$ cat config.mk
export PLATFORM = sky130hd
export DESIGN_NAME = fpas_top
export DESIGN_NICKNAME = d
export VERILOG_FILES = /design/src/rtl/fpas_pkg.sv /design/src/rtl/fpas_unpack.sv /design/src/rtl/fpas_align_add.sv /design/src/rtl/fpas_norm_round.sv /design/src/rtl/fpas_top.sv
export SDC_FILE = /design/constraint.sdc
export NUM_CORES = 1
export LEC_CHECK = 0
export ABC_AREA = 1
export BUFFER_PORTS_ARGS = -buffer_cell sky130_fd_sc_hd__buf_2
export CORE_ASPECT_RATIO = 0.8
export CORE_UTILIZATION = 50
export CTS_CLUSTER_DIAMETER = 50
export DETAILED_ROUTE_END_ITERATION = 8
export PLACE_DENSITY = 0.68
export RECOVER_POWER = 100
export SLEW_MARGIN = 20
export SYNTH_ARGS = -nofsm -noshare
export SYNTH_HDL_FRONTEND = slang
export SYNTH_SLANG_ARGS = --single-unit
$ cat constraint.sdc
create_clock -name clk -period 15.6 [get_ports clk]
set_input_delay 2.34 -clock clk [delete_from_list [all_inputs] [get_ports clk]]
set_output_delay 2.34 -clock clk [all_outputs]
set_load 0.005 [all_outputs]
$ cat src/rtl/fpas_pkg.sv
package fpas_pkg;
  localparam int FP_EXP_W = 8;
  localparam int FP_MAN_W = 23;

  typedef enum logic [1:0] {
    RM_NEAREST = 2'b00,
    RM_ZERO    = 2'b01,
    RM_UP      = 2'b10,
    RM_DOWN    = 2'b11
  } rmode_e;

  typedef struct packed {
    logic invalid;
    logic overflow;
    logic underflow;
    logic inexact;
  } fflags_t;
endpackage

$ cat src/rtl/fpas_unpack.sv
module fpas_unpack #(
  parameter int EXP_W = fpas_pkg::FP_EXP_W,
  parameter int MAN_W = fpas_pkg::FP_MAN_W
) (
  input  logic [EXP_W+MAN_W:0] word_i,
  input  logic                 flip_i,
  output logic                 sign_o,
  output logic [EXP_W-1:0]     exp_o,
  output logic [MAN_W:0]       sig_o,
  output logic                 inf_o,
  output logic                 nan_o,
  output logic                 snan_o
);
  localparam int W = EXP_W + MAN_W + 1;

  logic [EXP_W-1:0] raw_exp;
  logic [MAN_W-1:0] raw_frac;
  logic             exp_ones, exp_zero, frac_zero;

  assign raw_exp   = word_i[W-2:MAN_W];
  assign raw_frac  = word_i[MAN_W-1:0];
  assign exp_ones  = &raw_exp;
  assign exp_zero  = ~|raw_exp;
  assign frac_zero = ~|raw_frac;

  assign sign_o = word_i[W-1] ^ flip_i;
  // subnormals: implicit leading 0, exponent taken as 1
  assign exp_o  = exp_zero ? EXP_W'(1) : raw_exp;
  assign sig_o  = {~exp_zero, raw_frac};
  assign inf_o  = exp_ones & frac_zero;
  assign nan_o  = exp_ones & ~frac_zero;
  assign snan_o = nan_o & ~raw_frac[MAN_W-1];
endmodule

$ cat src/rtl/fpas_align_add.sv
module fpas_align_add #(
  parameter int EXP_W = fpas_pkg::FP_EXP_W,
  parameter int MAN_W = fpas_pkg::FP_MAN_W
) (
  input  logic               sa_i,
  input  logic [EXP_W-1:0]   ea_i,
  input  logic [MAN_W:0]     siga_i,
  input  logic               sb_i,
  input  logic [EXP_W-1:0]   eb_i,
  input  logic [MAN_W:0]     sigb_i,
  output logic [MAN_W+4:0]   sum_o,
  output logic [EXP_W-1:0]   exp_o,
  output logic               sign_o
);
  // significand plus guard, round, sticky
  localparam int EXT = MAN_W + 4;

  logic             a_big, eff_sub;
  logic [EXP_W-1:0] e_big, e_small, diff, sh_amt;
  logic [MAN_W:0]   sig_big, sig_small;
  logic [EXT-1:0]   big_ext, small_ext, aligned;
  logic [2*EXT-1:0] wide;
  logic             sticky;

  assign a_big     = {ea_i, siga_i} >= {eb_i, sigb_i};
  assign e_big     = a_big ? ea_i : eb_i;
  assign e_small   = a_big ? eb_i : ea_i;
  assign sig_big   = a_big ? siga_i : sigb_i;
  assign sig_small = a_big ? sigb_i : siga_i;
  assign sign_o    = a_big ? sa_i : sb_i;
  assign eff_sub   = sa_i ^ sb_i;

  assign diff    = e_big - e_small;
  assign sh_amt  = (diff > EXP_W'(EXT)) ? EXP_W'(EXT) : diff;
  assign wide    = {sig_small, 3'b000, {EXT{1'b0}}} >> sh_amt;
  assign aligned = wide[2*EXT-1:EXT];
  assign sticky  = |wide[EXT-1:0];

  assign big_ext   = {sig_big, 3'b000};
  assign small_ext = {aligned[EXT-1:1], aligned[0] | sticky};

  assign sum_o = eff_sub ? ({1'b0, big_ext} - {1'b0, small_ext})
                         : ({1'b0, big_ext} + {1'b0, small_ext});
  assign exp_o = e_big;
endmodule

$ cat src/rtl/fpas_norm_round.sv
module fpas_norm_round
  import fpas_pkg::*;
#(
  parameter int EXP_W = fpas_pkg::FP_EXP_W,
  parameter int MAN_W = fpas_pkg::FP_MAN_W
) (
  input  logic [MAN_W+4:0]   sum_i,
  input  logic [EXP_W-1:0]   exp_i,
  input  logic               sign_i,
  input  rmode_e             rm_i,
  output logic [EXP_W+MAN_W:0] word_o,
  output fflags_t            flags_o
);
  localparam int EXT = MAN_W + 4;
  localparam int EW  = EXP_W + 2;
  localparam int LZW = $clog2(EXT + 1);
  localparam logic [EW-1:0] EMAX = EW'((1 << EXP_W) - 1);

  logic [LZW-1:0]   lz;
  logic [EW-1:0]    e_lim, e_pre, e_post;
  logic [EXT-1:0]   norm;
  logic [MAN_W:0]   mant;
  logic [MAN_W+1:0] mr;
  logic [MAN_W-1:0] frac;
  logic             g, rs, rup, inx, tiny, ovf, to_inf;

  always_comb begin
    lz = LZW'(EXT);
    for (int i = 0; i < EXT; i++) begin
      if (sum_i[i]) lz = LZW'(EXT - 1 - i);
    end
  end

  always_comb begin
    e_lim = EW'(exp_i) - EW'(1);
    if (sum_i[EXT]) begin
      norm  = {sum_i[EXT:2], |sum_i[1:0]};
      e_pre = EW'(exp_i) + EW'(1);
    end else if (EW'(lz) <= e_lim) begin
      norm  = sum_i[EXT-1:0] << lz;
      e_pre = EW'(exp_i) - EW'(lz);
    end else begin
      norm  = sum_i[EXT-1:0] << e_lim;
      e_pre = EW'(1);
    end

    mant = norm[EXT-1:3];
    g    = norm[2];
    rs   = |norm[1:0];
    inx  = g | rs;
    tiny = ~norm[EXT-1];

    unique case (rm_i)
      RM_NEAREST: rup = g & (rs | mant[0]);
      RM_ZERO:    rup = 1'b0;
      RM_UP:      rup = ~sign_i & inx;
      default:    rup = sign_i & inx;
    endcase

    mr = {1'b0, mant} + (MAN_W+2)'(rup);
    if (mr[MAN_W+1]) begin
      e_post = e_pre + EW'(1);
      frac   = mr[MAN_W:1];
    end else begin
      e_post = mr[MAN_W] ? e_pre : '0;
      frac   = mr[MAN_W-1:0];
    end

    ovf    = e_post >= EMAX;
    to_inf = (rm_i == RM_NEAREST) || (rm_i == RM_UP && !sign_i) ||
             (rm_i == RM_DOWN && sign_i);

    flags_o.invalid   = 1'b0;
    flags_o.overflow  = ovf;
    flags_o.underflow = tiny & inx;
    flags_o.inexact   = inx | ovf;
    if (ovf)
      word_o = to_inf ? {sign_i, {EXP_W{1'b1}}, {MAN_W{1'b0}}}
                      : {sign_i, {(EXP_W-1){1'b1}}, 1'b0, {MAN_W{1'b1}}};
    else
      word_o = {sign_i, e_post[EXP_W-1:0], frac};
  end
endmodule

$ cat src/rtl/fpas_top.sv
module fpas_top
  import fpas_pkg::*;
#(
  parameter int EXP_W = fpas_pkg::FP_EXP_W,
  parameter int MAN_W = fpas_pkg::FP_MAN_W
) (
  input  logic                 clk,
  input  logic                 rst,
  input  logic [EXP_W+MAN_W:0] in_a,
  input  logic [EXP_W+MAN_W:0] in_b,
  input  logic                 sub_sel,
  input  logic [1:0]           rnd_mode,
  output logic [EXP_W+MAN_W:0] sum_out,
  output logic                 invalid_o,
  output logic                 overflow_o,
  output logic                 underflow_o,
  output logic                 inexact_o
);
  localparam int W   = EXP_W + MAN_W + 1;
  localparam int EXT = MAN_W + 4;
  localparam logic [W-1:0] QNAN = {1'b0, {EXP_W{1'b1}}, 1'b1, {(MAN_W-1){1'b0}}};

  rmode_e rm;
  assign rm = rmode_e'(rnd_mode);

  logic             sa, sb, a_inf, b_inf, a_nan, b_nan, a_snan, b_snan;
  logic [EXP_W-1:0] ea, eb, e_big;
  logic [MAN_W:0]   siga, sigb;
  logic [EXT:0]     sum;
  logic             s_big;
  logic [W-1:0]     num_word, nxt_word;
  fflags_t          num_flags, nxt_flags;

  fpas_unpack #(.EXP_W(EXP_W), .MAN_W(MAN_W)) unpack_a_i (
    .word_i(in_a), .flip_i(1'b0), .sign_o(sa), .exp_o(ea), .sig_o(siga),
    .inf_o(a_inf), .nan_o(a_nan), .snan_o(a_snan));

  // subtraction: second operand enters with its sign inverted
  fpas_unpack #(.EXP_W(EXP_W), .MAN_W(MAN_W)) unpack_b_i (
    .word_i(in_b), .flip_i(sub_sel), .sign_o(sb), .exp_o(eb), .sig_o(sigb),
    .inf_o(b_inf), .nan_o(b_nan), .snan_o(b_snan));

  fpas_align_add #(.EXP_W(EXP_W), .MAN_W(MAN_W)) align_i (
    .sa_i(sa), .ea_i(ea), .siga_i(siga), .sb_i(sb), .eb_i(eb), .sigb_i(sigb),
    .sum_o(sum), .exp_o(e_big), .sign_o(s_big));

  fpas_norm_round #(.EXP_W(EXP_W), .MAN_W(MAN_W)) round_i (
    .sum_i(sum), .exp_i(e_big), .sign_i(s_big), .rm_i(rm),
    .word_o(num_word), .flags_o(num_flags));

  always_comb begin
    nxt_flags = '0;
    if (a_nan || b_nan) begin
      nxt_word          = QNAN;
      nxt_flags.invalid = a_snan | b_snan;
    end else if (a_inf && b_inf && (sa != sb)) begin
      nxt_word          = QNAN;
      nxt_flags.invalid = 1'b1;
    end else if (a_inf) begin
      nxt_word = {sa, {EXP_W{1'b1}}, {MAN_W{1'b0}}};
    end else if (b_inf) begin
      nxt_word = {sb, {EXP_W{1'b1}}, {MAN_W{1'b0}}};
    end else if (sum == '0) begin
      nxt_word = {(sa == sb) ? sa : (rm == RM_DOWN), {(W-1){1'b0}}};
    end else begin
      nxt_word  = num_word;
      nxt_flags = num_flags;
    end
  end

  always_ff @(posedge clk) begin
    if (rst) begin
      sum_out     <= '0;
      invalid_o   <= 1'b0;
      overflow_o  <= 1'b0;
      underflow_o <= 1'b0;
      inexact_o   <= 1'b0;
    end else begin
      sum_out     <= nxt_word;
      invalid_o   <= nxt_flags.invalid;
      overflow_o  <= nxt_flags.overflow;
      underflow_o <= nxt_flags.underflow;
      inexact_o   <= nxt_flags.inexact;
    end
  end
endmodule

Word-level counts from Yosys, hierarchy flattened --
Cells that the tools add are included. Widths: inputs -> output; s select.
Word-level totals: ROM bits 0, memories 0, input bits 69, bits in writable memories 0, register bits after elaboration 36, latch bits 0
Cells by class: div/mod/pow operators 0, muxes and demuxes 54, equality and inequality tests 5, reductions and logical operators 23, shift operators 3, $lt $le $gt $ge 4, multipliers 0, add/sub/neg operators 8, bitwise logic cells 21
Operators by type and width (count):
- $mux 32 | 3
- $mux 31 | 3
- $mux 5 | 16
- $mux 24 | 3
- $mux 27 | 2
- $shr 54x8->54 | 1
- $reduce_or 23->1 | 2
- $mux 10 | 4
- $mux 8 | 5
- $ge 32x32->1 | 1
- $mux 4 | 8
- $add 27x27->28 | 1
- $logic_not 28->1 | 1
- $mux 28 | 1
- $sub 27x27->28 | 1
- $reduce_or 27->1 | 1
- $shl 27x10->27 | 1
- $shl 27x5->27 | 1
- $add 24x1->25 | 1
- $mux 23 | 1
- $reduce_and 8->1 | 2
- $reduce_or 8->1 | 2
- $add 10x1->10 const B | 1
- $and 1x1->1 | 10
- other kinds (24) | 46

Longest topological paths before layout --
Gate-level depths: netlist (run 1).
word-level depth 56, depth in mapped cells 107, depth with buffers taken out 105

Modules after synthesis --
Synthesis (run 1) repeated with hierarchy kept, for this count alone.
Second synthesis, totals: cells, all modules 2474, area, all modules 13172.6 µm²
By module, submodules not included:
- fpas_align_add | instances 1, sequential area each 0.0 µm², area each 6695.2 µm², cells each 1285
- fpas_norm_round | instances 1, sequential area each 0.0 µm², area each 4319.1 µm², cells each 883
- fpas_top | instances 1, sequential area each 720.7 µm², area each 1395.1 µm², cells each 174
- fpas_unpack | instances 2, sequential area each 0.0 µm², area each 381.6 µm², cells each 66

Least setup slack after synthesis (run 1) --
No wires, ideal clock.
kind input -> register, start point in in_b[25], end point reg sum_out[4], cell stages on the path 90, required time 15.461 ns, data arrival time 13.827 ns, library setup time 0.139 ns, path slack 1.635 ns, buffers on the path 5, cell sequence inv_1 -> nand2_1 -> nor4_2 -> nor2_1 -> ha_1 -> buf_4 -> nand3_2 -> nor3_2 -> a21oi_4 -> nand2_4 -> nand2_1 -> nand3_1 -> ha_1 -> inv_1 -> nand2_1 -> nand2_1 -> nand3_1 -> nand2_1 -> [... 54 more ...] -> ha_1 -> nand3_2 -> nor2_4 -> nand3_2 -> nor2_4 -> nand3_4 -> inv_2 -> buf_12 -> nand2_1 -> nand2_2 -> nand3_2 -> nor2_1 -> nand2_1 -> nand2_4 -> inv_4 -> buf_6 -> o21ai_0 -> a21oi_2
On the way: cells in the longest elaborated chain, start to end 51, elaborated cells between the ends (all ways) 84
Ends and longest elaborated chain:
- from (decl) | RTL line fpas_top.sv:10 | input logic [EXP_W+MAN_W:0] in_b,
- $reduce_or 8->1 | RTL line fpas_unpack.sv:23 | assign exp_zero = ~|raw_exp;
- $mux 8 | RTL line fpas_unpack.sv:28 | assign exp_o = exp_zero ? EXP_W'(1) : raw_exp;
- $ge 32x32->1 | RTL line fpas_align_add.sv:25 | assign a_big = {ea_i, siga_i} >= {eb_i, sigb_i};
- $mux 8, on equally long branches | RTL line fpas_align_add.sv:26, fpas_align_add.sv:27
- $sub 8x8->8 | RTL line fpas_align_add.sv:33 | assign diff = e_big - e_small;
- $gt 8x5->1 | RTL line fpas_align_add.sv:34 | assign sh_amt = (diff > EXP_W'(EXT)) ? EXP_W'(EXT) : diff;
- $mux 8 | RTL line fpas_align_add.sv:34
- $shr 54x8->54 | RTL line fpas_align_add.sv:35 | assign wide = {sig_small, 3'b000, {EXT{1'b0}}} >> sh_amt;
- [... 35 more ...]
- $or 1x1->1, on equally long branches | RTL line fpas_norm_round.sv:50, fpas_norm_round.sv:54
- $and 1x1->1, on equally long branches | RTL line fpas_norm_round.sv:57, fpas_norm_round.sv:54, fpas_norm_round.sv:56
- $pmux 1 s3 | RTL line fpas_norm_round.sv:53 | unique case (rm_i)
- $add 24x1->25 | RTL line fpas_norm_round.sv:60 | mr = {1'b0, mant} + (MAN_W+2)'(rup);
- $mux 10 | RTL line fpas_norm_round.sv:65 | e_post = mr[MAN_W] ? e_pre : '0;
- $mux 10 | RTL line fpas_norm_round.sv:61 | if (mr[MAN_W+1]) begin
- $ge 10x8->1 | RTL line fpas_norm_round.sv:69 | ovf = e_post >= EMAX;
- $mux 31 | RTL line fpas_norm_round.sv:77 | if (ovf)
- to (signal assigned) | RTL line fpas_top.sv:79 | sum_out <= nxt_word;
- to (decl) | RTL line fpas_top.sv:13 | output logic [EXP_W+MAN_W:0] sum_out,
Parallel ways exist; a longest one is shown, timed or not. A chain may end at the register's enable or synchronous reset.

Final worst setup path (run 1) --
start point in in_a[30], end point reg sum_out[14]
On the way: cells in the longest elaborated chain, start to end 51, elaborated cells between the ends (all ways) 84
Ends and longest elaborated chain:
- from (decl) | RTL line fpas_top.sv:9 | input logic [EXP_W+MAN_W:0] in_a,
- $reduce_or 8->1 | RTL line fpas_unpack.sv:23
- $mux 8 | RTL line fpas_unpack.sv:28
- $ge 32x32->1 | RTL line fpas_align_add.sv:25
- $mux 8, on equally long branches | RTL line fpas_align_add.sv:26, fpas_align_add.sv:27
- $sub 8x8->8 | RTL line fpas_align_add.sv:33
- $gt 8x5->1 | RTL line fpas_align_add.sv:34
- $mux 8 | RTL line fpas_align_add.sv:34
- $shr 54x8->54 | RTL line fpas_align_add.sv:35
- [... 35 more ...]
- $or 1x1->1, on equally long branches | RTL line fpas_norm_round.sv:50, fpas_norm_round.sv:54
- $and 1x1->1, on equally long branches | RTL line fpas_norm_round.sv:57, fpas_norm_round.sv:54, fpas_norm_round.sv:56
- $pmux 1 s3 | RTL line fpas_norm_round.sv:53
- $add 24x1->25 | RTL line fpas_norm_round.sv:60
- $mux 10 | RTL line fpas_norm_round.sv:65
- $mux 10 | RTL line fpas_norm_round.sv:61
- $ge 10x8->1 | RTL line fpas_norm_round.sv:69
- $mux 31 | RTL line fpas_norm_round.sv:77
Parallel ways exist; a longest one is shown, timed or not.

==> results of run 1 <==
[flip-flops by register name, indices dropped and copies added (netlist names)]
signal       count
invalid_o        1
underflow_o      1
overflow_o       1
inexact_o        1
sum_out         32
[final cells by class]
type	instances	area, sq um	area share
repair inverters	1	5.005	0.0003702
inverters	282	1102	0.08154
flip-flops and latches	36	720.7	0.05331
clock buffers	7	152.6	0.01129
clock inverters	1	30.03	0.002221
repair buffers	172	1027	0.07598
multi-input cells	1810	10080	0.7459
well taps	318	397.9	0.02943
[cell usage in the layout, fill, tap and decap left out, types with 5 or more instances in the layout]
master	instances
sky130_fd_sc_hd__xnor2_1	13
sky130_fd_sc_hd__buf_2	70
sky130_fd_sc_hd__nand2_2	43
sky130_fd_sc_hd__o21ai_0	96
sky130_fd_sc_hd__buf_6	5
sky130_fd_sc_hd__clkbuf_16	5
sky130_fd_sc_hd__nor4_1	9
sky130_fd_sc_hd__o211ai_1	6
sky130_fd_sc_hd__nand3_2	18
sky130_fd_sc_hd__nand3_4	5
sky130_fd_sc_hd__nor2_4	8
sky130_fd_sc_hd__nor3_1	18
sky130_fd_sc_hd__nand3_1	393
sky130_fd_sc_hd__nand4_1	58
sky130_fd_sc_hd__nor2_2	6
sky130_fd_sc_hd__nand2_1	648
sky130_fd_sc_hd__xor2_1	40
sky130_fd_sc_hd__buf_4	61
sky130_fd_sc_hd__a21oi_2	22
sky130_fd_sc_hd__ha_1	95
sky130_fd_sc_hd__or2_2	7
sky130_fd_sc_hd__inv_1	250
sky130_fd_sc_hd__nor2_1	127
sky130_fd_sc_hd__dfxtp_1	36
sky130_fd_sc_hd__o21ai_2	6
sky130_fd_sc_hd__clkbuf_1	34
sky130_fd_sc_hd__o21ai_1	23
sky130_fd_sc_hd__inv_2	18
sky130_fd_sc_hd__nand2_4	11
sky130_fd_sc_hd__a21oi_1	81
[stage by stage]
step | TNS [ps] | worst slack [ps] | cell area, sq um | cells | util
after floorplan | 0 | 1635 | 12490 | 2225 | -
after global placement | 0 | 338.1 | 12890 | 2585 | 0.5276
after detailed placement | -51.64 | -40.60 | 12890 | 2585 | 0.5276
after CTS | 0 | 214.9 | 13080 | 2593 | 0.5351
after global routing | -1337 | -143.5 | 13520 | 2627 | 0.5532
final | 0 | 919.5 | 13520 | 2627 | 0.5532
[worst max-delay path, delay by kind of cell]
family	cells	cell delay [ps]
buffers and inverters	10	1650
adder cells (fa/ha/maj)	5	1370
AND/OR/NAND/NOR	47	5910
AO/OA/AOI/OAI	20	3510
[power breakdown]
group / total, mW / internal, mW / leakage [nW] / switching, mW
sequential: 0.140 / 0.130 / 0.299 / 0.00974
combinational: 1.53 / 0.500 / 6.78 / 1.03
clock: 0.127 / 0.0842 / 0.0901 / 0.0426
[cells in the mapped netlist, types with 5 or more instances]
library cell,instances,area share
sky130_fd_sc_hd__nand2_2,40,0.020
sky130_fd_sc_hd__nand3_1,393,0.16
sky130_fd_sc_hd__o211ai_1,6,0.0036
sky130_fd_sc_hd__nand4_1,58,0.029
sky130_fd_sc_hd__nand2_4,11,0.0099
sky130_fd_sc_hd__o31ai_1,6,0.0036
sky130_fd_sc_hd__dfxtp_1,36,0.058
sky130_fd_sc_hd__ha_1,99,0.099
sky130_fd_sc_hd__buf_4,25,0.015
sky130_fd_sc_hd__nor3_1,18,0.0072
sky130_fd_sc_hd__a21oi_2,22,0.015
sky130_fd_sc_hd__xor2_1,40,0.028
sky130_fd_sc_hd__a21oi_1,81,0.032
sky130_fd_sc_hd__clkbuf_4,7,0.0042
sky130_fd_sc_hd__xnor2_1,13,0.0091
sky130_fd_sc_hd__clkbuf_1,21,0.0063
sky130_fd_sc_hd__o21bai_1,5,0.0030
sky130_fd_sc_hd__inv_4,5,0.0025
sky130_fd_sc_hd__o21ai_1,20,0.0080
sky130_fd_sc_hd__inv_2,20,0.0060
sky130_fd_sc_hd__inv_1,251,0.075
sky130_fd_sc_hd__nand3_2,18,0.014
sky130_fd_sc_hd__o21ai_0,100,0.040
sky130_fd_sc_hd__nand2_1,651,0.20
sky130_fd_sc_hd__nor4_1,10,0.0050
sky130_fd_sc_hd__nor2_4,8,0.0072
sky130_fd_sc_hd__buf_6,27,0.024
sky130_fd_sc_hd__nor2_2,6,0.0030
sky130_fd_sc_hd__nor2_1,127,0.038
sky130_fd_sc_hd__o21ai_2,6,0.0042
sky130_fd_sc_hd__buf_2,11,0.0044
sky130_fd_sc_hd__or2_2,7,0.0035
[kinds of logic (layout without fill, tap and decap cells)]
group                      Yosys count  after routing
buffers and inverters              382            463
adders and majority gates          101            101
AOI/OAI and AO/OA                  283            283
DFF                                 36             36
xor gates and xnor gates            56             56
and+or+nand+nor                   1367           1370
[how the worst max path moves through the flow]
stage	start	to	slack (ps)	cells past startpoint
2_1_floorplan	in_b[25]	sum_out[4]	1630	90
3_3_place_gp	in_a[29]	sum_out[23]	340	89
3_5_place_dp	in_a[29]	sum_out[23]	-40	89
4_1_cts	in_a[29]	sum_out[23]	210	90
5_1_grt	in_a[30]	sum_out[14]	-140	88
6_report	in_a[30]	sum_out[14]	920	82
[layer usage]
| layer | global-route usage | vias to the layer above | part of all wire |
|---|---|---|---|
| li1 | - | 7504 | - |
| met1 | 0.5425 | 6877 | 0.49 |
| met2 | 0.4714 | 637 | 0.38 |
| met3 | 0.1082 | 33 | 0.11 |
| met4 | 0.04282 | 0 | 0.011 |
| met5 | 0 | - | 0 |
[repair_timing]
| action | CTS | global route |
|---|---|---|
| resized for setup | 0 | 54 |
| buffers inserted | 0 | 30 |
| setup endpoints to repair | 0 | 33 |
==> qor.log, run 1 <==
qor: status.outcome finished, violations left
qor: status.violations design-rule violations
qor: floorplanning.ioPinCount 105
qor: logic_synthesis.synth_enable_flop_cells 0
qor: final_layout.finish.net_count 2,478
qor: routing.ant_nets 0
qor: logic_synthesis.synth_area_per_cell 5.612 sq um
qor: placed_design.gpl.final_weighted_congestion 0.9792
qor: logic_synthesis.synth-compound-area-share 0.1393
qor: setup_path.cpPeakStageDelay 550 ps
qor: setup_path.cp.required 15,760 ps
qor: worst_hold_path.hold_path.class primary input to flop
qor: clocking.cts-root-to-sink-buffers 2
qor: logic_synthesis.synth-adder-area-share 0.1024
qor: power.power.total 1.793 mW
qor: global_route.grt_resource_usage_total 0.3511
qor: logic_synthesis.mappedNetlistArea 0.01249 sq mm
qor: timing.fmax 68.12 MHz
qor: worst_hold_path.hold_depth 2
qor: final_layout.areaGrowthSynthToFinish 8.266%
qor: clocking.hold_buffers 0
qor: floorplanning.fp.coreArea 0.02444 sq mm
qor: clocking.clock_root_buffer sky130_fd_sc_hd__clkbuf_16
qor: global_route.grt_remaining_overflow 0
qor: floorplanning.floorplan.die_area 0.02561 sq mm
qor: global_route.via_count_of_the_first_global_routing_pass 12,850
qor: final_layout.antenna_cells_inserted 0
qor: setup_path.start_kind primary input
qor: logic_synthesis.synth_cells 2,225
qor: logic_synthesis.combinational_family_with_the_most_area_after_synthesis simple AND/OR/NAND/NOR gates
qor: power.vdd_drop_max 0.05602 mV
qor: logic_synthesis.post_synth_and_or_nand_nor_area_fraction 0.5098
qor: routing.wl_per_cell 17.60 um
qor: logic_synthesis.synth_ff_type sky130_fd_sc_hd__dfxtp_1
qor: setup_path.critical_path.endpoint_type flop
qor: routing.dr_total_vias 15,050
qor: timing.drv_slew 0
qor: timing.final-setup-viol-count 0
qor: setup_path.cp_slowest_cell sky130_fd_sc_hd__o21ai_0
qor: clocking.cts_tree done
qor: timing.period_share 0.9411
qor: worst_hold_path.min_from rst
qor: timing.worst_slew_margin_rel 0.2417
qor: timing.finalWorstPathRequiredPeriod 14,680 ps
qor: floorplanning.initial_util 0.5109
qor: floorplanning.fp.dieW 178.7 um
qor: global_route.initial_antenna_violation_count 0
qor: routing.drt-vias-per-instance 5.729
qor: timing.tightestPinTransition 1126 ps
qor: routing.first_pass_iters 9
qor: logic_synthesis.ys_warns 0
qor: logic_synthesis.muxShareOfSynthArea 0
qor: final_layout.layout-drive-gt1-share 0.1490
qor: logic_synthesis.yosysUniqueCellTypes 71
qor: timing.hold_ws 2279 ps
qor: final_layout.fill_cell_total_of_the_finished_layout 2,642
qor: clocking.ctsHtreeMaxLevel 2
qor: clocking.cts_made_buffers 5
qor: placed_design.portBuffers 104
qor: setup_path.worst_path_class_setup primary input to flop
qor: setup_path.timing.critical_path.arrival 14,840 ps
qor: clocking.clk_transition_reported_paths 50 ps
qor: routing.drt-total-wl 46.25 mm
qor: global_route.grt_pass1_wl 70.31 mm
qor: power.power_per_cell_area 132.6 mW/mm^2
qor: timing.timing.final.hold_violations 0
qor: clocking.cts_num_sinks 36
qor: run.drv_cap 0
qor: placed_design.dpl_wire_length 37.57 mm
qor: power.power.leakage 7.172 nW
qor: worst_hold_path.hold_path_end sum_out[22]
qor: floorplanning.die-height 143.3 um
qor: logic_synthesis.synth-xor-area-share 0.04108
qor: logic_synthesis.syn_nets 2,395
qor: setup_path.critical_path.most_common_cell sky130_fd_sc_hd__nand2_1
qor: floorplanning.rows 51
qor: setup_path.crit_path_max_fanout 49
qor: logic_synthesis.synth_async_sr_flop_share 0
qor: global_route.grt_start_max_net_pins 50
qor: logic_synthesis.synth.yosys.seq_area_share 0.05772
qor: logic_synthesis.postSynthRegisterBits 36
qor: routing.drtIter0Drc 1,623
qor: routing.remaining_drc_errors 4
Note: power is estimated with default switching activity, not from simulation.
==> run 2, diff against run 1 <==
CELL_PAD_IN_SITES_DETAIL_PLACEMENT = 1   (was unset)
CELL_PAD_IN_SITES_GLOBAL_PLACEMENT = 2   (was unset)
CORE_UTILIZATION = 33   (was 50)
GPL_ROUTABILITY_DRIVEN = 0   (was unset)
PLACE_DENSITY = 0.83   (was 0.68)
==> run 2 against run 1 <==
  * Via count increased by 2.9%
  * Non-clock buffer count rose by 14
  * Sequential power barely moved
  * Core utilization is 17 points lower
  * Highest routed layer unchanged
  * Hold slack got worse by 3.8 ps
  * Sequential share of layout area down 0.22 points
  * Final cell count rose by 7.1%
  * The flow now finishes without violations
  * First-iteration DRC count decreased by 30%
  * Total power up 4.4%
  * Critical endpoint is now sum_out[15]
  * Global-route usage down 8.8 points
==> qor.log, run 2 (synthesis results as in run 1) <==
qor: floorplanning.fp.dieW 219.5 um [was 178.7 um]
qor: routing.drtIter0Drc 1,136 [was 1,623]
qor: setup_path.start_kind primary input [unchanged]
qor: setup_path.crit_path_max_fanout 24 [was 49]
qor: setup_path.cpPeakStageDelay 440 ps [was 550 ps]
qor: routing.first_pass_iters 5 [was 9]
qor: status.outcome completed [was finished, violations left]
qor: final_layout.leading_cell_type_in_the_layout_fill_and_taps_excluded sky130_fd_sc_hd__nand2_1 [unchanged]
qor: placed_design.portBuffers 104 [unchanged]
qor: timing.timing.final.hold_violations 0 [unchanged]
qor: final_layout.final-instance-count-excl-fill 2,814 [was 2,627]
qor: final_layout.largest-register sum_out [unchanged]
qor: global_route.grt_remaining_overflow 0 [unchanged]
qor: clocking.cts-root-to-sink-buffers 2 [unchanged]
qor: global_route.grt_pass1_wl 81.65 mm [was 70.31 mm]
qor: floorplanning.fp.coreArea 0.03713 sq mm [was 0.02444 sq mm]
qor: worst_hold_path.min_from rst [unchanged]
qor: setup_path.cp.required 15,760 ps [about the same]
qor: clocking.cts_made_buffers 5 [unchanged]
qor: setup_path.worst_path_class_setup primary input to flop [unchanged]
qor: worst_hold_path.hold_path.class primary input to flop [unchanged]
qor: floorplanning.die-height 176.0 um [was 143.3 um]
qor: clocking.cts_tree done [unchanged]
qor: final_layout.largest_register_ff_count 32 [unchanged]
qor: routing.ant_nets 0 [unchanged]
qor: setup_path.critical_path.most_common_cell sky130_fd_sc_hd__nand2_1 [unchanged]
qor: setup_path.cp_slowest_cell sky130_fd_sc_hd__nor4_4 [was sky130_fd_sc_hd__o21ai_0]
qor: timing.final-setup-viol-count 0 [unchanged]
qor: routing.wl_per_cell 18.82 um [was 17.60 um]
qor: clocking.cts_num_sinks 36 [unchanged]
qor: power.power_per_cell_area 132.8 mW/mm^2 [was 132.6 mW/mm^2]
qor: timing.finalWorstPathRequiredPeriod 14,700 ps [was 14,680 ps]
qor: final_layout.mostFrequentLayoutCells 646 x sky130_fd_sc_hd__nand2_1, 389 x sky130_fd_sc_hd__nand3_1, 249 x sky130_fd_sc_hd__inv_1 [was 648 x sky130_fd_sc_hd__nand2_1, 393 x sky130_fd_sc_hd__nand3_1, 250 x sky130_fd_sc_hd__inv_1]
qor: floorplanning.floorplan.die_area 0.03863 sq mm [was 0.02561 sq mm]
qor: global_route.initial_antenna_violation_count 0 [unchanged]
qor: clocking.hold_buffers 0 [unchanged]
qor: global_route.via_count_of_the_first_global_routing_pass 14,850 [was 12,850]
qor: global_route.grt_start_max_net_pins 65 [was 50]
qor: setup_path.timing.critical_path.arrival 14,860 ps [was 14,840 ps]
qor: setup_path.worstSetupStartpoint in_a[30] [unchanged]
qor: floorplanning.ioPinCount 105 [unchanged]
qor: worst_hold_path.hold_path_end sum_out[23] [was sum_out[22]]
qor: routing.dr_total_vias 15,490 [was 15,050]
qor: final_layout.antenna_cells_inserted 0 [unchanged]
qor: routing.drt-vias-per-instance 5.505 [was 5.729]
qor: clocking.clk_transition_reported_paths 60 ps [was 50 ps]
qor: timing.worst_slew_margin_rel 0.1696 [was 0.2417]
qor: final_layout.finalInstanceArea 0.01410 sq mm [was 0.01352 sq mm]
qor: timing.tightestPinTransition 1233 ps [was 1126 ps]
qor: placed_design.place_inst 2,750 [was 2,585]
qor: final_layout.areaGrowthSynthToFinish 12.90% [was 8.266%]
qor: worst_hold_path.hold_depth 2 [unchanged]
qor: timing.fmax 68.03 MHz [was 68.12 MHz]
qor: timing.drv_slew 0 [unchanged]
qor: setup_path.critical_path.endpoint_type flop [unchanged]
qor: clocking.clock_root_buffer sky130_fd_sc_hd__clkbuf_16 [unchanged]
qor: final_layout.finish.net_count 2,496 [was 2,478]
qor: floorplanning.rows 63 [was 51]
qor: power.vdd_drop_max 0.05627 mV [was 0.05602 mV]
qor: timing.period_share 0.9423 [was 0.9411]
qor: placed_design.dpl_wire_length 43.27 mm [was 37.57 mm]
qor: routing.remaining_drc_errors 0 [was 4]
qor: power.power.leakage 7.347 nW [was 7.172 nW]
qor: routing.drt-total-wl 52.97 mm [was 46.25 mm]
qor: floorplanning.initial_util 0.3363 [was 0.5109]
qor: clocking.ctsHtreeMaxLevel 2 [unchanged]
qor: final_layout.fill_cell_total_of_the_finished_layout 5,152 [was 2,642]
qor: final_layout.layout-drive-gt1-share 0.1685 [was 0.1490]
qor: run.drv_cap 0 [unchanged]
qor: global_route.grt_resource_usage_total 0.2636 [was 0.3511]
qor: placed_design.place_area 0.01309 sq mm [was 0.01289 sq mm]
-- run 2: how the worst max path moves through the flow --
stage / slack (ps) / to / cells past startpoint
3_5_place_dp: -440 / sum_out[23] / 85
5_1_grt: -210 / sum_out[27] / 91
3_3_place_gp: 220 / sum_out[23] / 88
4_1_cts: 10 / sum_out[23] / 90
6_report: 900 / sum_out[15] / 86
2_1_floorplan: 1630 / sum_out[4] / 90
-- run 2: layer usage --
metal / wire length [um] / track usage
met1: 27450 / 0.4092
met2: 22170 / 0.3948
met3: 2927 / 0.03015
met4: 425 / 0.02344
met5: 0 / 0
-- run 2: what timing repair did --
action                                  in CTS  in global routing
endpoints found under the setup margin      23                 33
pin swaps                                    0                 26
cloned                                       1                  9
resized for setup                            4                 92
setup buffers                                0                 46
-- run 2: report_power, final --
part / internal [mW] / switching, mW / leakage, nW / total [mW]
Combinational: 0.532 / 1.09 / 6.97 / 1.62
Clock: 0.0751 / 0.0388 / 0.0808 / 0.114
Sequential: 0.130 / 0.00852 / 0.299 / 0.138
Total: 0.737 / 1.14 / 7.35 / 1.87
-- run 2: area by class of cell --
type | instances | area (sq um) | share of cell area
clock inverter | 2 | 35.03 | 0.002485
timing repair buffer | 186 | 1200 | 0.08512
clock buffer | 6 | 128.9 | 0.009142
multi-input combinational | 1814 | 10270 | 0.7287
timing repair inverter | 1 | 5.005 | 0.0003550
inverter | 282 | 1126 | 0.07988
sequential | 36 | 720.7 | 0.05112
tap | 487 | 609.3 | 0.04322
-- run 2: per-stage QoR --
step	setup slack [ps]	power (mW)	hold WS [ps]	utilization	setup TNS (ps)
after floorplan	1635	1.250	2409	-	0
after global placement	222.9	1.604	2579	0.3525	0
after detailed placement	-441.1	1.626	2576	0.3525	-9751
after CTS	12.26	1.749	2274	0.3577	0
after global routing	-206.6	2.050	2282	0.3797	-4569
final	899.9	1.872	2275	0.3797	0
-- run 2: worst max-delay path: cells and delay by family --
family,cells,cell delay (ps)
buffers and inverters,13,1720
AOI/OAI and AO/OA,10,1690
adders and majority gates,4,1020
xor gates and xnor gates,1,250
and+or+nand+nor,58,7740
==> run 3, diff against run 2 <==
RECOVER_POWER = unset   (was 100)
==> run 3 against run 2 <==
  * Clock power about the same
  * Core utilization rose by 0.074 points
  * Final cell count stayed put
  * Via count up 0.87%
  * Sequential share of layout area about the same
  * Combinational power about the same
  * Count of clock-buffer cells in the layout is the same
  * First-iteration DRC count grew 7.0%
  * Hold slack about the same
==> qor.log, run 3 (synthesis results as in run 1) <==
qor: routing.dr_total_vias 15,620 [was 15,490]
qor: floorplanning.rows 63 [unchanged]
qor: setup_path.worst_path_class_setup primary input to flop [unchanged]
qor: setup_path.crit_path_max_fanout 24 [unchanged]
qor: floorplanning.initial_util 0.3363 [unchanged]
qor: timing.layout_setup_ws 937.6 ps [was 899.9 ps]
qor: global_route.grt_remaining_overflow 0 [unchanged]
qor: routing.ant_nets 0 [unchanged]
qor: placed_design.dpl_wire_length 43.27 mm [unchanged]
qor: floorplanning.ioPinCount 105 [unchanged]
qor: final_layout.areaGrowthSynthToFinish 13.12% [was 12.90%]
qor: timing.timing.final.hold_violations 0 [unchanged]
qor: setup_path.critical_path.most_common_cell sky130_fd_sc_hd__nand2_1 [unchanged]
qor: global_route.via_count_of_the_first_global_routing_pass 14,850 [unchanged]
qor: power.power.leakage 7.430 nW [was 7.347 nW]
qor: routing.remaining_drc_errors 0 [unchanged]
qor: routing.wl_per_cell 18.83 um [was 18.82 um]
qor: power.p_int 0.7418 mW [was 0.7369 mW]
qor: clocking.cts_made_buffers 5 [unchanged]
qor: timing.worst_slew_margin_rel 0.1750 [was 0.1696]
qor: setup_path.timing.critical_path.max_delay_family simple AND/OR/NAND/NOR gates [unchanged]
qor: power.share_seq_of_total_power 0.073 [was 0.074]
qor: global_route.grt_start_max_net_pins 65 [unchanged]
qor: setup_path.cpPeakStageDelay 430 ps [was 440 ps]
qor: setup_path.start_kind primary input [unchanged]
qor: routing.drt-total-wl 52.99 mm [was 52.97 mm]
qor: power.sw_ratio 0.6048 [was 0.6064]
qor: power.combPwrFrac 0.866 [was 0.865]
qor: floorplanning.floorplan.die_area 0.03863 sq mm [unchanged]
qor: timing.fmax 68.20 MHz [was 68.03 MHz]
qor: final_layout.mostFrequentLayoutCells 646 x sky130_fd_sc_hd__nand2_1, 389 x sky130_fd_sc_hd__nand3_1, 249 x sky130_fd_sc_hd__inv_1 [unchanged]
qor: timing.period_share 0.9399 [was 0.9423]
qor: placed_design.place_area 0.01309 sq mm [unchanged]
qor: setup_path.critical_path.endpoint_type flop [unchanged]
qor: clocking.cts_num_sinks 36 [unchanged]
qor: final_layout.antenna_cells_inserted 0 [unchanged]
qor: setup_path.cp.required 15,760 ps [about the same]
qor: clocking.clock_root_buffer sky130_fd_sc_hd__clkbuf_16 [unchanged]
qor: placed_design.portBuffers 104 [unchanged]
qor: routing.drt-vias-per-instance 5.552 [was 5.505]
qor: power.total_switching_power 1.135 mW [about the same]
qor: final_layout.largest-register sum_out [unchanged]
qor: floorplanning.fp.dieW 219.5 um [unchanged]
qor: setup_path.cp_slowest_cell sky130_fd_sc_hd__nor4_4 [unchanged]
qor: timing.finalWorstPathRequiredPeriod 14,660 ps [was 14,700 ps]
qor: timing.tightestPinTransition 1225 ps [was 1233 ps]
qor: clocking.clk_transition_reported_paths 60 ps [about the same]
qor: setup_path.timing.critical_path.buf_inv 13 [unchanged]
qor: power.vdd_drop_max 0.05643 mV [was 0.05627 mV]
qor: placed_design.dpl_worst_slack -441.1 ps [unchanged]
qor: timing.final-setup-viol-count 0 [unchanged]
qor: final_layout.finish.net_count 2,496 [unchanged]
qor: final_layout.leading_cell_type_in_the_layout_fill_and_taps_excluded sky130_fd_sc_hd__nand2_1 [unchanged]
qor: global_route.grt_resource_usage_total 0.2636 [unchanged]
qor: floorplanning.fp.coreArea 0.03713 sq mm [unchanged]
qor: power.share_clk_of_total_power 0.061 [about the same]
qor: floorplanning.die-height 176.0 um [unchanged]
qor: final_layout.fill_cell_total_of_the_finished_layout 5,143 [was 5,152]
qor: power.power_per_cell_area 132.9 mW/mm^2 [was 132.8 mW/mm^2]
qor: setup_path.timing.critical_path.arrival 14,820 ps [was 14,860 ps]
qor: global_route.initial_antenna_violation_count 0 [unchanged]
qor: clocking.hold_buffers 0 [unchanged]
qor: clocking.cts_tree done [unchanged]
qor: final_layout.finalInstanceArea 0.01412 sq mm [was 0.01410 sq mm]
qor: run.drv_cap 0 [unchanged]
qor: global_route.grt_pass1_wl 81.65 mm [unchanged]
qor: status.outcome completed [unchanged]
qor: clocking.cts-root-to-sink-buffers 2 [unchanged]
qor: final_layout.layout-drive-gt1-share 0.1779 [was 0.1685]
qor: routing.first_pass_iters 5 [unchanged]
qor: timing.drv_slew 0 [unchanged]
qor: final_layout.largest_register_ff_count 32 [unchanged]
qor: routing.drtIter0Drc 1,215 [was 1,136]
qor: worst_hold_path.hold_path.class primary input to flop [unchanged]
qor: clocking.ctsHtreeMaxLevel 2 [unchanged]
## run 3: cell types whose count changed in the layout (fill, tap and decap cells not counted)
cell,change
sky130_fd_sc_hd__buf_2,+22
sky130_fd_sc_hd__clkbuf_1,-22
## run 3: power groups by stage
stage | Combinational [mW] | Sequential, mW | Clock [mW]
floorplan | 1.10 | 0.146 | 0
global placement | 1.47 | 0.139 | 0
detailed placement | 1.49 | 0.140 | 0
CTS | 1.50 | 0.138 | 0.116
global route | 1.79 | 0.141 | 0.121
finish | 1.63 | 0.138 | 0.114
## run 3: routing by layer
layer	share of wire	GRT usage	vias to the layer above
met4	0.0088	0.02344	0
li1	-	-	7548
met3	0.060	0.03015	39
met2	0.42	0.3948	444
met1	0.51	0.4092	7593
met5	0	0	-
## run 3: final cells by class
cell class	count	area, sq um	area share
multi-input combinational	1814	10270	0.7273
timing repair buffer	186	1227	0.08690
clock buffer	6	128.9	0.009124
clock inverter	2	35.03	0.002480
inverter	282	1126	0.07972
tap	487	609.3	0.04314
timing repair inverter	1	5.005	0.0003543
sequential	36	720.7	0.05102
## run 3: final timing paths
path	cells past startpoint	slack (ps)	to	startpoint
setup / recovery	86	940	sum_out[15]	in_a[29]
hold / removal	2	2280	sum_out[23]	rst
## run 3: through the flow
stage	cells	hold slack [ps]	setup TNS [ps]	util	total power [mW]
detailed placement	2750	2576	-9751	0.3525	1.626
global route	2814	2282	-4569	0.3804	2.055
floorplan	2225	2409	0	-	1.250
finish	2814	2275	0	0.3804	1.877
CTS	2759	2274	0	0.3577	1.749
global placement	2750	2579	0	0.3525	1.604
## run 3: timing repair
item / CTS / global route
endpoints found under the hold margin: 0 / 0
setup endpoints to repair: 23 / 33
gates resized for setup: 4 / 92
gates cloned: 1 / 9
pin swaps: 0 / 26
setup buffers: 0 / 46
